`src/rtl/irq_chain_pkg.sv`:
```
package irq_chain_pkg;
  localparam logic [7:0] RET_PREFIX = 8'hED;
  localparam logic [7:0] RET_OPCODE = 8'h4D;
  localparam logic [3:0] CMD_ADDR   = 4'b1110;
endpackage

```
`src/rtl/irq_prio_net.sv`:
```
module irq_prio_net #(
  parameter int N_SRC = 3,
  parameter int IW    = 2
) (
  input  logic [IW-1:0]    head_i,
  input  logic [N_SRC-1:0] req_i,
  input  logic [N_SRC-1:0] ius_i,
  input  logic             ed_seen_i,
  input  logic             iei_i,
  output logic             ieo_o,
  output logic [N_SRC-1:0] can_int_o,
  output logic             win_vld_o,
  output logic [IW-1:0]    win_idx_o,
  output logic             rel_vld_o,
  output logic [IW-1:0]    rel_idx_o
);
  always_comb begin
    logic en_full;
    logic en_svc;
    int   s;
    en_full   = iei_i;
    en_svc    = iei_i;
    can_int_o = '0;
    win_vld_o = 1'b0;
    win_idx_o = '0;
    rel_vld_o = 1'b0;
    rel_idx_o = '0;
    for (int k = 0; k < N_SRC; k++) begin
      s = int'(head_i) + k;
      if (s >= N_SRC) s = s - N_SRC;
      can_int_o[s] = req_i[s] & ~ius_i[s] & en_svc;
      if (!win_vld_o && en_full && req_i[s] && !ius_i[s]) begin
        win_vld_o = 1'b1;
        win_idx_o = IW'(s);
      end
      if (!rel_vld_o && en_svc && ius_i[s]) begin
        rel_vld_o = 1'b1;
        rel_idx_o = IW'(s);
      end
      // pending stops blocking once the return prefix was fetched
      en_full = en_full & ~ius_i[s] & ~(req_i[s] & ~ed_seen_i);
      en_svc  = en_svc & ~ius_i[s];
    end
    ieo_o = en_full;
  end
endmodule

```
`src/rtl/irq_reti_snoop.sv`:
```
module irq_reti_snoop
  import irq_chain_pkg::*;
(
  input  logic       clk_i,
  input  logic       rst_ni,
  input  logic       m1_ni,
  input  logic       rd_ni,
  input  logic       iorq_ni,
  input  logic [7:0] data_i,
  output logic       ed_seen_o,
  output logic       reti_o
);
  logic       fetch, fetch_q, fetch_end;
  logic [7:0] byte_q;

  assign fetch     = ~m1_ni & ~rd_ni & iorq_ni;
  assign fetch_end = fetch_q & ~fetch;
  assign reti_o    = fetch_end & ed_seen_o & (byte_q == RET_OPCODE);

  always_ff @(posedge clk_i or negedge rst_ni) begin
    if (!rst_ni) begin
      fetch_q   <= 1'b0;
      byte_q    <= '0;
      ed_seen_o <= 1'b0;
    end else begin
      fetch_q <= fetch;
      if (fetch) byte_q <= data_i;
      if (fetch_end) ed_seen_o <= ~reti_o & (byte_q == RET_PREFIX);
    end
  end
endmodule

```
`src/rtl/irq_svc_state.sv`:
```
module irq_svc_state #(
  parameter int N_SRC = 3,
  parameter int IW    = 2
) (
  input  logic             clk_i,
  input  logic             rst_ni,
  input  logic             m1_ni,
  input  logic             iorq_ni,
  input  logic             win_vld_i,
  input  logic [IW-1:0]    win_idx_i,
  input  logic             rel_i,
  input  logic [IW-1:0]    rel_idx_i,
  output logic [N_SRC-1:0] ius_o,
  output logic             acking_o,
  output logic [IW-1:0]    ack_idx_o
);
  logic m1_q, ack_vld_q;

  assign acking_o = ack_vld_q & ~m1_ni & ~iorq_ni;

  always_ff @(posedge clk_i or negedge rst_ni) begin
    if (!rst_ni) begin
      m1_q      <= 1'b1;
      ack_vld_q <= 1'b0;
      ack_idx_o <= '0;
      ius_o     <= '0;
    end else begin
      m1_q <= m1_ni;
      if (m1_ni) begin
        ack_vld_q <= 1'b0;
      end else if (m1_q) begin
        // chain frozen at start of M1
        ack_vld_q <= win_vld_i;
        ack_idx_o <= win_idx_i;
      end
      if (acking_o) ius_o[ack_idx_o] <= 1'b1;
      if (rel_i) ius_o[rel_idx_i] <= 1'b0;
    end
  end
endmodule

```
`src/rtl/irq_chain_ctrl.sv`:
```
module irq_chain_ctrl
  import irq_chain_pkg::*;
#(
  parameter int N_SRC = 3
) (
  input  logic               clk_i,
  input  logic               rst_ni,
  input  logic               m1_ni,
  input  logic               iorq_ni,
  input  logic               rd_ni,
  input  logic               cs_ni,
  input  logic [3:0]         addr_i,
  input  logic [7:0]         data_i,
  output logic [7:0]         data_o,
  output logic               data_oe_o,
  input  logic               iei_i,
  output logic               ieo_o,
  output logic               int_no,
  input  logic [N_SRC-1:0]   req_i,
  input  logic [8*N_SRC-1:0] vec_i,
  output logic [N_SRC-1:0]   ack_o
);
  localparam int IW = (N_SRC > 1) ? $clog2(N_SRC) : 1;

  logic [IW-1:0]    head_q;
  logic [N_SRC-1:0] ius_q, can_int;
  logic             ed_seen, reti, win_vld, rel_vld, acking;
  logic [IW-1:0]    win_idx, rel_idx, ack_idx;
  logic             cmd_wr;

  assign cmd_wr = ~cs_ni & ~iorq_ni & rd_ni & m1_ni & (addr_i == CMD_ADDR);

  always_ff @(posedge clk_i or negedge rst_ni) begin
    if (!rst_ni) head_q <= '0;
    else if (cmd_wr && (int'(data_i[IW-1:0]) < N_SRC)) head_q <= data_i[IW-1:0];
  end

  irq_prio_net #(.N_SRC(N_SRC), .IW(IW)) u_net (
    .head_i(head_q), .req_i(req_i), .ius_i(ius_q), .ed_seen_i(ed_seen),
    .iei_i(iei_i), .ieo_o(ieo_o), .can_int_o(can_int),
    .win_vld_o(win_vld), .win_idx_o(win_idx),
    .rel_vld_o(rel_vld), .rel_idx_o(rel_idx)
  );

  irq_reti_snoop u_snoop (
    .clk_i(clk_i), .rst_ni(rst_ni), .m1_ni(m1_ni), .rd_ni(rd_ni),
    .iorq_ni(iorq_ni), .data_i(data_i), .ed_seen_o(ed_seen), .reti_o(reti)
  );

  irq_svc_state #(.N_SRC(N_SRC), .IW(IW)) u_svc (
    .clk_i(clk_i), .rst_ni(rst_ni), .m1_ni(m1_ni), .iorq_ni(iorq_ni),
    .win_vld_i(win_vld), .win_idx_i(win_idx),
    .rel_i(reti & rel_vld), .rel_idx_i(rel_idx),
    .ius_o(ius_q), .acking_o(acking), .ack_idx_o(ack_idx)
  );

  assign int_no    = ~|can_int;
  assign data_oe_o = acking;
  assign data_o    = acking ? vec_i[8*int'(ack_idx) +: 8] : 8'h00;

  always_comb begin
    ack_o = '0;
    if (acking) ack_o[ack_idx] = 1'b1;
  end
endmodule

```
`config.mk`:
```
export PLATFORM = sky130hd
export DESIGN_NAME = irq_chain_ctrl
export DESIGN_NICKNAME = d
export VERILOG_FILES = /design/src/rtl/irq_chain_pkg.sv /design/src/rtl/irq_prio_net.sv /design/src/rtl/irq_reti_snoop.sv /design/src/rtl/irq_svc_state.sv /design/src/rtl/irq_chain_ctrl.sv
export SDC_FILE = /design/constraint.sdc
export NUM_CORES = 1
export LEC_CHECK = 0
export ABC_AREA = 0
export BUFFER_PORTS_ARGS = -buffer_cell sky130_fd_sc_hd__buf_2
export CORE_UTILIZATION = 40
export CTS_BUF_LIST = sky130_fd_sc_hd__clkbuf_4
export CTS_CLUSTER_DIAMETER = 30
export DETAILED_ROUTE_END_ITERATION = 8
export GPL_TIMING_DRIVEN = 0
export HOLD_SLACK_MARGIN = 0.05
export PLACE_DENSITY = 0.77
export SLEW_MARGIN = 20
export SYNTH_ARGS = -nofsm -noshare
export SYNTH_HDL_FRONTEND = slang
export SYNTH_SLANG_ARGS = --single-unit
```
`constraint.sdc`:
```
create_clock -name clk_i -period 3.49 [get_ports clk_i]
set_clock_uncertainty 0.05 [all_clocks]
set_input_delay 0.349 -clock clk_i [delete_from_list [all_inputs] [get_ports clk_i]]
set_output_delay 0.349 -clock clk_i [all_outputs]
set_load 0.05 [all_outputs]
```
=== Yosys cells after proc, flatten, opt, wreduce, memory -nomap -nowiden ===
Cells that the tools add are included.

* Bits in registers: 19
* Logic and storage cells: 158

* Add/subtract/negate cells: 5
* Magnitude comparators: 14
* Equal/unequal tests: 3
* Shifts and indexed selects: 1
* Multiplexer cells: 51
* Bitwise logic cells: 46
* Reduce and logical (&&, ||, !) cells: 30

{| class="wikitable"
|+ Operators by type and width
! operator !! count
|-
| $ge 32x1->1 const B || 3
|-
| $lt 32x4->1 const B || 3
|-
| $mux 32 || 3
|-
| $ge 32x3->1 const B || 2
|-
| $sub 32x3->32 const B || 2
|-
| $and 1x1->1 || 29
|-
| $mux 1 || 25
|-
| $shiftx 24x6->8 || 1
|-
| $logic_and 1x1->1 || 19
|-
| $not 1->1 || 13
|-
| $bmux 1 s2 || 6
|-
| $mux 2 || 6
|-
| $demux 1 s2 || 5
|-
| $mux 3 || 3
|-
| $eq 8x7->1 const B || 1
|-
| $eq 8x8->1 const B || 1
|-
| $logic_not 1->1 || 8
|-
| $mux 8 || 1
|-
| $and 3x3->3 || 2
|-
| $bwmux 3 || 2
|-
| $lt 2x3->1 const B || 2
|-
| $eq 4x4->1 const B || 1
|-
| $ge 2x1->1 const B || 2
|-
| $add 2x1->3 const B || 1
|-
| 9 further kinds || 9
|}

=== Longest topological paths before layout ===
Gate-level depths: netlist of the first run.

* Depth after elaboration: 22
* Depth in mapped cells: 9
* Gate-level depth less buffers: 7

=== Hierarchy ===
From an unflattened synthesis of the first run, not the netlist that was laid out.

* Cells, all modules: 191
* Area total of the unflattened synthesis: 1,650.3 µm²

{| class="wikitable"
|+ By module, submodules not included
! module !! instances !! cells an instance !! area an instance (µm²)
|-
| irq_prio_net || 1 || 86 || 553.0
|-
| irq_reti_snoop || 1 || 30 || 420.4
|-
| irq_chain_ctrl || 1 || 50 || 389.1
|-
| irq_svc_state || 1 || 25 || 287.8
|}

=== Worst setup path before layout of the first run ===
No wires, ideal clock.

* Path kind: register -> output
* Start point: register head_q[1]
* End point: output ieo_o
* Data arrival time: 2,536 ps
* Data required time: 3,091 ps
* Path slack: 555 ps
* Stages on the path, launching flop included: 10
* Buffers on the path: 2
* Path through: dfrtp_1 > inv_1 > ha_1 > buf_6 > buf_6 > mux2i_1 > o22ai_1 > nor2_1 > a21oi_1 > nor3_1

* Word-level cells in the longest chain between the ends: 12
* Elaborated cells between the ends (all ways): 44

{| class="wikitable"
|+ Ends and longest elaborated chain
! item !! RTL line !! source
|-
| from (decl) || irq_chain_ctrl.sv:25 || <nowiki>logic [IW-1:0] head_q;</nowiki>
|-
| branches (longest 11 deep; another with $sub 32x3->32) || n/a ||
|-
| $and 1x1->1 * || irq_prio_net.sv:41 || <nowiki>en_full = en_full & ~ius_i[s] & ~(req_i[s] & ~ed_seen_i);</nowiki>
|-
| to (decl) || irq_chain_ctrl.sv:17 || <nowiki>output logic ieo_o,</nowiki>
|}

Mark *: on every way between the ends. The select of a mux whose other input is x is not followed.

=== Worst setup path after layout of the first run ===
* Start point: register head_q[0]
* End point: output int_no

* Word-level cells in the longest chain between the ends: 13
* Elaborated cells between the ends (all ways): 60

{| class="wikitable"
|+ Ends and longest elaborated chain
! item !! RTL line !! source
|-
| branches (longest 10 deep; another with $sub 32x3->32) || n/a ||
|-
| $bwmux 3 * || irq_prio_net.sv:31 || <nowiki>can_int_o[s] = req_i[s] & ~ius_i[s] & en_svc;</nowiki>
|-
| $reduce_or 3->1 * || irq_chain_ctrl.sv:57 || <nowiki>assign int_no = ~|can_int;</nowiki>
|-
| $logic_not 1->1 * || irq_chain_ctrl.sv:57 ||
|-
| to (decl) || irq_chain_ctrl.sv:18 || <nowiki>output logic int_no,</nowiki>
|}

Marked as above.

==> results of run 1 <==
sequential cells by signal (all words and copies together) (netlist names):
register and flops:
u_svc.m1_q 1, u_svc.ius_o 3, u_snoop.byte_q 8, head_q 2, u_snoop.ed_seen_o 1, u_svc.ack_idx_o 2
u_snoop.fetch_q 1, u_svc.ack_vld_q 1
power breakdown:
part,internal (W),switching (W)
clock network,0.0000437,0.0000718
logic,0.000160,0.000200
registers,0.000256,0.0000322
layer usage:
layer  vias up  GRT usage, %
li1        807             -
met1       772         23.22
met2        52         33.04
met3         0         3.793
met4         0         2.926
met5         -             0
logic make-up after synthesis:
family          count (synthesis)  synth area share, %
compound gates                 43                19.06
fa+ha+maj                       4                3.049
buf+inv                        17                5.564
flops                          19                29.04
mux                            28                18.90
simple gates                   75                24.39
path summary, 6_finish.rpt:
| kind | startpoint | endpoint | slack [ns] |
|---|---|---|---|
| max reg2reg | head_q[0]$_DFFE_PN0P_ | u_svc.ack_vld_q$_DFFE_PN0P_ | 1.21 |
| min reg2reg | u_snoop.byte_q[1]$_DFFE_PN0P_ | u_snoop.byte_q[1]$_DFFE_PN0P_ | 0.46 |
| min in group asynchronous | rst_ni | u_snoop.byte_q[2]$_DFFE_PN0P_ | 0.44 |
| max in group asynchronous | rst_ni | u_svc.m1_q$_DFF_PN1_ | 2.63 |
| max | head_q[0]$_DFFE_PN0P_ | int_no | 0.43 |
| min | m1_ni | u_svc.m1_q$_DFF_PN1_ | 0.12 |
critical path: stages (launching register included):
cell and delay, ns:
dfrtp_1 0.41, inv_1 0.08, ha_1 0.28, buf_2 0.22
buf_2 0.26, mux2i_1 0.26, nor2_1 0.12, o2bb2ai_1 0.15
a221oi_2 0.26, buf_2 0.30
cell type report:
class | instances | area [um^2]
sequential | 19 | 476.7
multi-input combinational | 150 | 1074
buffer | 13 | 76.32
tap | 48 | 60.06
clock inverter | 1 | 7.507
fill | 367 | 1762
inverter | 4 | 15.01
clock buffer | 3 | 22.52
timing repair buffer | 60 | 305.3
cells in the final DEF (no fill, tap or decap), types with 5 or more instances in the layout:
cell,n
nand2_1,9
mux2_2,10
mux2i_1,16
nor2_1,29
a21oi_1,13
dfrtp_1,18
buf_2,65
nand2b_1,5
per-stage QoR:
| step | utilization (%) | worst slack [ns] | std cells | power [W] | instance area, um^2 |
|---|---|---|---|---|---|
| 5_1_grt | 53.62 | 0.2102 | 298 | 0.0008183 | 2037 |
| 2_1_floorplan | - | 0.5551 | 186 | 0.0005567 | 1642 |
| 4_1_cts | 53.62 | 0.4146 | 298 | 0.0007676 | 2037 |
| 3_3_place_gp | 52.57 | 0.8211 | 293 | 0.0006444 | 1997 |
| 3_5_place_dp | 52.57 | 0.7667 | 293 | 0.0006530 | 1997 |
| 6_report | 53.62 | 0.4255 | 298 | 0.0007645 | 2037 |
repair_timing:
action,4_1_cts,5_1_grt
endpoints found under the setup margin,0,0
hold buffers,1,0
endpoints found under the hold margin,18,0
==> run metrics, run 1 <==
Area Overhead vs Synth=24.09%; leakage=0.9386 nW; EDFF count, synth=0; R2R cell count=8; Most used DFF post-synth=dfrtp_1; postcts setup bufs=0; FP Rows=22; most instantiated library cell after synthesis=nor2_1; Max clock buf depth=2; CTS tree=built; Worst IR Drop VDD=0.0002886 V; Final Wtd Congestion=0.9384; Final Hold Vio Count=0; DR WL/cell=13.06 um; # resized after CTS=0; worst path required time=3.09 ns; core area=0.003799 mm^2; Cells after Synth=186; Cell Pwr Density=375.3 mW/mm^2; final setup vio count=0; Die Y=66.06 um; #FFs+latches synth=19; final net count=301; DRT iter0 DRCs=52; M1 WL=1.748 mm; global-route wire length before repair=6.320 mm; status=finished clean; clock sinks=19; first drt pass iteration count=4; Netlist Area Pre-Place=0.001642 mm^2; top cells by count, synth=nor2_1, dfrtp_1, mux2i_1, a21oi_1, mux2_2; Total GRT Usage=18.54%; CP Max Fanout=10; Congestion Overflow GR=0; final WL=3.892 mm; ys async rst share=100.0%; Max Fclk=326.3 MHz; number of buffers created by CTS=3; worst hold slack=0.1230 ns; Met3 Wirelength=209 um; share of layout cells above drive strength 1=37.60%; clk slew on worst S/H paths=0.11 ns; uppermost layer routed=met3; Final period util=87.81%; Yosys top cell area share=27.44%; vias in the first global route=1467; total die area=0.004364 mm^2; Worst Hold Class=input pin to register; top cells by area, synth=dfrtp_1, mux2i_1, mux2_2; Setup TNS=0 ns; DRC viols=0; syn avg cell area=8.826 um^2; n_diodes=0; met2 wire length=1.935 mm; slew of the pin with the lowest slew margin=0.6898 ns; Starting Density=43.21%; vias per cell=5.473; initial antenna violation count=0; register area share after synthesis=29.04%; max-cap viol count=0; crit path kind=register to output pin; signal arrival time at the worst endpoint=2.67 ns; root buf cell=clkbuf_4; hold-critical path depth=1; CP endpoint kind=output pin; area leader, netlist=dfrtp_1; largest net degree at the start of global routing=20; clk_lat worst skew=0.30 ns; Synth cell types=55; H-tree levels=1; port buffer count=59; Slew HR=54.01%; vias=1631; DP HPWL=3.067 mm; Yosys warnings=0; DIE WIDTH=66.06 um; ANT nets after route=0; net count after synthesis=236; fin. max-slew vios=0; Critical Path Start Type=register; unrepaired setup endpoints after global routing=false; I/O Pins=60; min cycle time layout=3.065 ns
Note: power is estimated with default switching activity, not from simulation.
==> run 2, diff against run 1 <==
--- a/config.mk
+++ b/config.mk
@@ -7,13 +7,15 @@
 export LEC_CHECK = 0
 export ABC_AREA = 0
 export BUFFER_PORTS_ARGS = -buffer_cell sky130_fd_sc_hd__buf_2
-export CORE_UTILIZATION = 40
+export CELL_PAD_IN_SITES_DETAIL_PLACEMENT = 1
+export CELL_PAD_IN_SITES_GLOBAL_PLACEMENT = 2
+export CORE_UTILIZATION = 26
 export CTS_BUF_LIST = sky130_fd_sc_hd__clkbuf_4
 export CTS_CLUSTER_DIAMETER = 30
 export DETAILED_ROUTE_END_ITERATION = 8
 export GPL_TIMING_DRIVEN = 0
 export HOLD_SLACK_MARGIN = 0.05
-export PLACE_DENSITY = 0.77
+export PLACE_DENSITY = 0.75
 export SLEW_MARGIN = 20
 export SYNTH_ARGS = -nofsm -noshare
 export SYNTH_HDL_FRONTEND = slang
==> constraint.sdc (replaced) <==
create_clock -name clk_i -period 2.77 [get_ports clk_i]
set_clock_uncertainty 0.05 [all_clocks]
set_input_delay 0.277 -clock clk_i [delete_from_list [all_inputs] [get_ports clk_i]]
set_output_delay 0.277 -clock clk_i [all_outputs]
set_load 0.05 [all_outputs]
==> run 2 against run 1 <==
Net effect: non-clock buffer count up 20; count of clock-buffer cells in the layout unchanged; first-iteration DRC count fell by 29%; hold slack better by 0.029 ns; sequential power is 27% higher; critical path depth grew 1; sequential cell count unchanged; wire length rose by 34%.
==> run metrics, run 2 (synthesis gave the netlist of run 1 again) <==
share of layout cells above drive strength 1=48.89% (+11 points); FF-to-FF setup slack=0.18 ns (-1.03 ns); Congestion Overflow GR=0 (unchanged); most used cell, CP=buf_6; min cycle time layout=2.724 ns; register area=479.2 um^2 (+0.53%); core area=0.005991 mm^2 (+58%); worst path required time=2.44 ns (-0.65 ns); clock sinks=19 (unchanged); Largest register FFs=8 (unchanged); Final period util=98.32%; Crit-path slowest cell=dfrtp_2; Slew HR=52.70% (-1.3 points); number of buffers created by CTS=3 (unchanged); leakage=1.059 nW (+13%); Worst Hold Class=input pin to register; worst r2r src=head_q[1]$_DFFE_PN0P_; H-tree levels=1 (unchanged); crit-path max cell delay=0.45 ns (+0.04 ns); CP endpoint kind=output pin; Critical Path Start Type=register; ANT nets after route=0 (unchanged); DIE WIDTH=81.46 um (+23%); FP Rows=28 (+27%); hold-critical path depth=2 (+1); vias per cell=5.075 (-7.3%); DRC viols=0 (unchanged); DP HPWL=3.886 mm (+27%); Starting Density=27.40% (-16 points); port buffer count=59 (unchanged); final instance area=0.002371 mm^2 (+16%); commonest non-fill, non-tap cells in the layout=buf_2, nor2_1, buf_4, dfrtp_1; R2R cell count=14 (+6); total die area=0.006636 mm^2 (+52%); Final Hold Vio Count=0 (unchanged); Area after DPL=0.002036 mm^2 (+1.9%); Setup TNS=0 ns (unchanged); CP bufs+invs=4 (unchanged); vias in the first global route=1746 (+19%); Total GRT Usage=16.31% (-2.2 points); max-cap viol count=0 (unchanged); initial antenna violation count=0 (unchanged); first drt pass iteration count=4 (unchanged); DRT iter0 DRCs=37 (-29%); most common cell after layout, fill and taps aside=buf_2; Worst IR Drop VDD=0.0002571 V (-11%); clk_lat worst skew=0.29 ns (about the same); Final Wtd Congestion=0.7898 (-16%); CP Cell Sequence=inv_4 -> ha_4 -> buf_6 -> buf_4 -> mux2_4 -> mux2i_4 -> o21a_4 -> and4b_1 -> a221oi_2 -> buf_6; signal arrival time at the worst endpoint=2.40 ns (-0.27 ns); Endpoint, Worst Hold=u_snoop.byte_q[4]$_DFFE_PN0P_; area taken by multi-input logic gates=0.001177 mm^2 (+9.7%); Max Fclk=367.2 MHz; Die Y=81.46 um (+23%); slew of the pin with the lowest slew margin=0.7095 ns (+0.01969 ns); final setup vio count=0 (unchanged); crit path kind=register to output pin; status=finished clean; Regs by FF count=u_snoop.byte_q: 8 flops, u_svc.ius_o: 3 flops; CTS tree=built; Max clock buf depth=2 (unchanged); Biggest register=u_snoop.byte_q; HP Start=data_i[4]; largest net degree at the start of global routing=20 (unchanged); clk slew on worst S/H paths=0.11 ns (about the same); DR WL/cell=15.14 um (+16%); CP top delay family=multiplexers; final WL=5.224 mm (+34%); CP Max Fanout=5 (-5); Final Power=0.001106 W (+45%); root buf cell=clkbuf_4; Area Overhead vs Synth=44.44%; Cell Pwr Density=466.7 mW/mm^2 (+24%); Fill cells=729 (+99%); unrepaired setup endpoints after global routing=true; n_diodes=0 (unchanged); global-route wire length before repair=8.411 mm (+33%); worst r2r dst=u_svc.ack_idx_o[0]$_DFFE_PN0P_; vias=1751 (+7.4%); Final Util=39.58% (-14 points); I/O Pins=60 (unchanged); fin. max-slew vios=0 (unchanged); final net count=321 (+6.6%)
## run 2: timing repair
action                                  4_1_cts  5_1_grt
endpoints found under the setup margin        2        2
cloned                                        0        0
setup buffers                                14        6
pin swaps                                     5        6
hold endpoints to repair                     18        1
resized for setup                            26       11
hold buffers                                  1        1
## run 2: worst reg2reg max path, stage by stage (launching register included)
cell and delay (ns):
dfrtp_2 0.45, inv_4 0.06, ha_4 0.15, buf_6 0.12, buf_6 0.14, mux2i_1 0.13, o22ai_2 0.26, o21ai_2 0.13
buf_4 0.15, buf_4 0.12, buf_4 0.13, buf_4 0.12, buf_4 0.12, o32a_1 0.18, a31oi_1 0.19
## run 2: power by group
part	total, W	switching, W	leakage [nW]	internal (W)
clock	0.000139	0.0000852	0.0177	0.0000537
combinational	0.000601	0.000310	0.812	0.000291
sequential	0.000367	0.0000434	0.229	0.000323
total	0.00111	0.000439	1.06	0.000668
## run 2: final cells by class
type                       count  share of cell area [%]
timing repair buffer          81                   20.16
tap                           75                   3.958
sequential                    19                   20.21
multi-input combinational    150                   49.66
clock buffer                   3                  0.9499
clock inverter                 1                  0.2111
buffer                        12                   4.116
inverter                       4                  0.7388
## run 2: worst max-delay path by stage
stage	depth (start not counted)	start	endpoint	slack, ns
floorplan	8	head_q[0]$_DFFE_PN0P_	int_no	0.07
global placement	9	head_q[0]$_DFFE_PN0P_	int_no	0.04
detailed placement	9	head_q[0]$_DFFE_PN0P_	int_no	-0.03
CTS	9	head_q[1]$_DFFE_PN0P_	int_no	-0.02
global route	10	head_q[1]$_DFFE_PN0P_	int_no	-0.06
finish	10	head_q[1]$_DFFE_PN0P_	int_no	0.05
## run 2: per-stage QoR
stage | std cells | hold WS, ns | worst slack (ns)
final | 345 | 0.1517 | 0.04644
after CTS | 338 | 0.05337 | -0.01578
after global routing | 345 | 0.1301 | -0.06079
after detailed placement | 320 | 0.1944 | -0.02650
after global placement | 320 | 0.1854 | 0.04068
after floorplan | 186 | -0.06859 | 0.07248
## run 2: metal layers
metal	share of wire, %	vias to the layer above	global-route usage (%)
met3	3.4	6	2.333
met1	44	857	21.31
met4	1.1	0	1.964
li1	-	851	-
met5	0	-	0
met2	51	37	29.00
==> run 3, diff against run 2 <==
--- a/config.mk
+++ b/config.mk
@@ -5,11 +5,11 @@
 export SDC_FILE = /design/constraint.sdc
 export NUM_CORES = 1
 export LEC_CHECK = 0
-export ABC_AREA = 0
+export ABC_AREA = 1
 export BUFFER_PORTS_ARGS = -buffer_cell sky130_fd_sc_hd__buf_2
 export CELL_PAD_IN_SITES_DETAIL_PLACEMENT = 1
 export CELL_PAD_IN_SITES_GLOBAL_PLACEMENT = 2
-export CORE_UTILIZATION = 26
+export CORE_UTILIZATION = 23
 export CTS_BUF_LIST = sky130_fd_sc_hd__clkbuf_4
 export CTS_CLUSTER_DIAMETER = 30
 export DETAILED_ROUTE_END_ITERATION = 8
==> run 3 against run 2 <==
Net effect: clock power grew 12%; first-iteration DRC count grew 54%; final cell count grew 19%; via count grew 3.3%; critical endpoint unchanged; largest cell class unchanged; highest routed layer unchanged.
==> run metrics, run 3 <==
DP Cell Count=401 (+25%); final setup vio count=0 (unchanged); EDFF count, synth=0 (unchanged); dpl ws=0.2772 ns (+0.3037 ns); leakage=1.120 nW (+5.8%); DR WL/cell=11.34 um (-25%); status=finished clean; Netlist Area Pre-Place=0.001610 mm^2 (-1.9%); I/O Pins=60 (unchanged); Regs by FF count=u_snoop.byte_q: 8 flops, u_svc.ius_o: 3 flops; Final Hold Vio Count=0 (unchanged); share of layout cells above drive strength 1=32.70% (-16 points); Most used DFF post-synth=dfrtp_1; Synth cell types=36 (-35%); number of buffers created by CTS=3 (unchanged); Slew HR=71.43% (+19 points); Fill cells=869 (+19%); vias in the first global route=1840 (+5.4%); H-tree levels=1 (unchanged); register area share after synthesis=29.60% (+0.56 points); Congestion Overflow GR=0 (unchanged); final net count=366 (+14%); net count after synthesis=296 (+25%); vias=1809 (+3.3%); signal arrival time at the worst endpoint=2.29 ns (-0.11 ns); most instantiated library cell after synthesis=nand2_1; largest net degree at the start of global routing=20 (unchanged); commonest non-fill, non-tap cells in the layout=nand2_1, buf_2, inv_1, nand3_1, dfrtp_1; DRC viols=0 (unchanged); crit path kind=register to output pin; Worst Hold Class=input pin to register; ys async rst share=100.0% (unchanged); crit-path max cell delay=0.44 ns (about the same); syn avg cell area=6.546 um^2 (-26%); slew of the pin with the lowest slew margin=0.4262 ns (-0.2833 ns); port buffer count=59 (unchanged); Cells after Synth=246 (+32%); area leader, netlist=dfrtp_1; post-route insts no fill=411 (+19%); Yosys top cell area share=27.97% (+0.53 points); Final Wtd Congestion=0.7806 (-1.2%); most common cell after layout, fill and taps aside=nand2_1; DRT iter0 DRCs=57 (+54%); worst path required time=2.44 ns (about the same); Max clock buf depth=2 (unchanged); Die Y=85.68 um (+5.2%); Yosys warnings=0 (unchanged); max-cap viol count=0 (unchanged); n_diodes=0 (unchanged); root buf cell=clkbuf_4; clock sinks=19 (unchanged); total die area=0.007340 mm^2 (+11%); Worst IR Drop VDD=0.0001278 V (-50%); min cycle time layout=2.614 ns (-0.1101 ns); #FFs+latches synth=19 (unchanged); CP Cell Sequence=inv_1 -> ha_1 -> buf_6 -> inv_6 -> nand2_1 -> nand3_2 -> nand3_4 -> buf_4 -> nor2_8 -> o311ai_0 -> nand2_1 -> nor2_1 -> buf_4; CP endpoint kind=output pin; global-route wire length before repair=8.121 mm (-3.4%); Biggest register=u_snoop.byte_q; fin. max-slew vios=0 (unchanged); core area=0.006794 mm^2 (+13%); Crit-path slowest cell=dfrtp_2; Area Overhead vs Synth=32.79%; Final period util=94.35% (-4.0 points); Final Util=31.47% (-8.1 points); final WL=4.659 mm (-11%); clk_lat worst skew=0.31 ns (+0.02 ns); initial antenna violation count=0 (unchanged); clk slew on worst S/H paths=0.13 ns (+0.02 ns); DP HPWL=3.808 mm (-2.0%); CP Max Fanout=9 (+4); FP Rows=30 (+7.1%); Starting Density=23.70% (-3.7 points); unrepaired setup endpoints after global routing=false; DIE WIDTH=85.68 um (+5.2%); first drt pass iteration count=4 (unchanged); top cells by area, synth=dfrtp_1, nand2_1, nand3_1; Cell Pwr Density=429.8 mW/mm^2 (-7.9%); Setup TNS=0 ns (unchanged); ANT nets after route=0 (unchanged); CTS tree=built; Max Fclk=382.6 MHz (+4.2%); Critical Path Start Type=register; worst hold slack=0.09512 ns (-0.05658 ns); Total GRT Usage=13.48% (-2.8 points); final worst slack=0.1565 ns (+0.1101 ns); vias per cell=4.401 (-13%); top cells by count, synth=nand2_1, inv_1, nand3_1, dfrtp_1, nor2_1; Largest register FFs=8 (unchanged)
-- run 3: worst paths after layout --
path / start / end / slack, ns / cells after the start
worst max-delay path: head_q[1]$_DFFE_PN0P_ / int_no / 0.16 / 13
max in group asynchronous: rst_ni / u_svc.m1_q$_DFF_PN1_ / 1.96 / 2
worst min register to register: u_snoop.byte_q[3]$_DFFE_PN0P_ / u_snoop.byte_q[3]$_DFFE_PN0P_ / 0.44 / 2
worst min-delay path: data_i[7] / u_snoop.byte_q[7]$_DFFE_PN0P_ / 0.1 / 3
worst max register to register: head_q[1]$_DFFE_PN0P_ / u_svc.ius_o[2]$_DFF_PN0_ / 0.71 / 14
min in group asynchronous: rst_ni / u_snoop.byte_q[2]$_DFFE_PN0P_ / 0.37 / 2
-- run 3: what timing repair did --
action,4_1_cts,5_1_grt
hold endpoints to repair,19,0
pin swaps,0,2
hold buffers,2,0
resized for setup,2,5
buffers inserted,0,4
setup endpoints to repair,1,1
-- run 3: critical path, delay by kind of cell (launching register included) --
family	cells	cell delay, ns
compound gates	1	0.15
fa+ha+maj	1	0.19
buf+inv	5	0.66
flops	1	0.44
simple gates	6	0.54
-- run 3: stage by stage --
| step | area (um^2) | power (W) |
|---|---|---|
| floorplan | 1622 | 0.0006292 |
| global placement | 2037 | 0.0007402 |
| detailed placement | 2037 | 0.0007464 |
| CTS | 2092 | 0.0009076 |
| global route | 2138 | 0.0009978 |
| finish | 2138 | 0.0009190 |
-- run 3: power by group --
part           internal, W  switching [W]
clock            0.0000552      0.0000995
combinational     0.000153       0.000267
sequential        0.000314      0.0000307
total             0.000522       0.000397
-- run 3: logic make-up after synthesis --
kind of cell	count (synthesis)	share of synthesized area, %
compound gates	28	10.02
simple gates	159	47.55
fa+ha+maj	4	3.108
buf+inv	36	9.712
flops	19	29.60
-- run 3: cell type report --
| cell class | count | area [um^2] | area share (%) |
|---|---|---|---|
| inverter | 33 | 128.9 | 6.027 |
| clock buffer | 3 | 22.52 | 1.053 |
| tap | 96 | 120.1 | 5.617 |
| multi-input combinational | 191 | 1006 | 47.04 |
| clock inverter | 1 | 7.507 | 0.3511 |
| sequential | 19 | 478.0 | 22.35 |
| timing repair buffer | 65 | 347.8 | 16.27 |
| buffer | 3 | 27.53 | 1.287 |
-- run 3: routing by layer --
| layer | GRT usage (%) | vias to the layer above | share of wire, % |
|---|---|---|---|
| met2 | 23.13 | 25 | 48 |
| met4 | 2.727 | 0 | 0.86 |
| met1 | 18.35 | 851 | 49 |
| li1 | - | 929 | - |
| met5 | 0 | - | 0 |
| met3 | 1.444 | 4 | 2.1 |
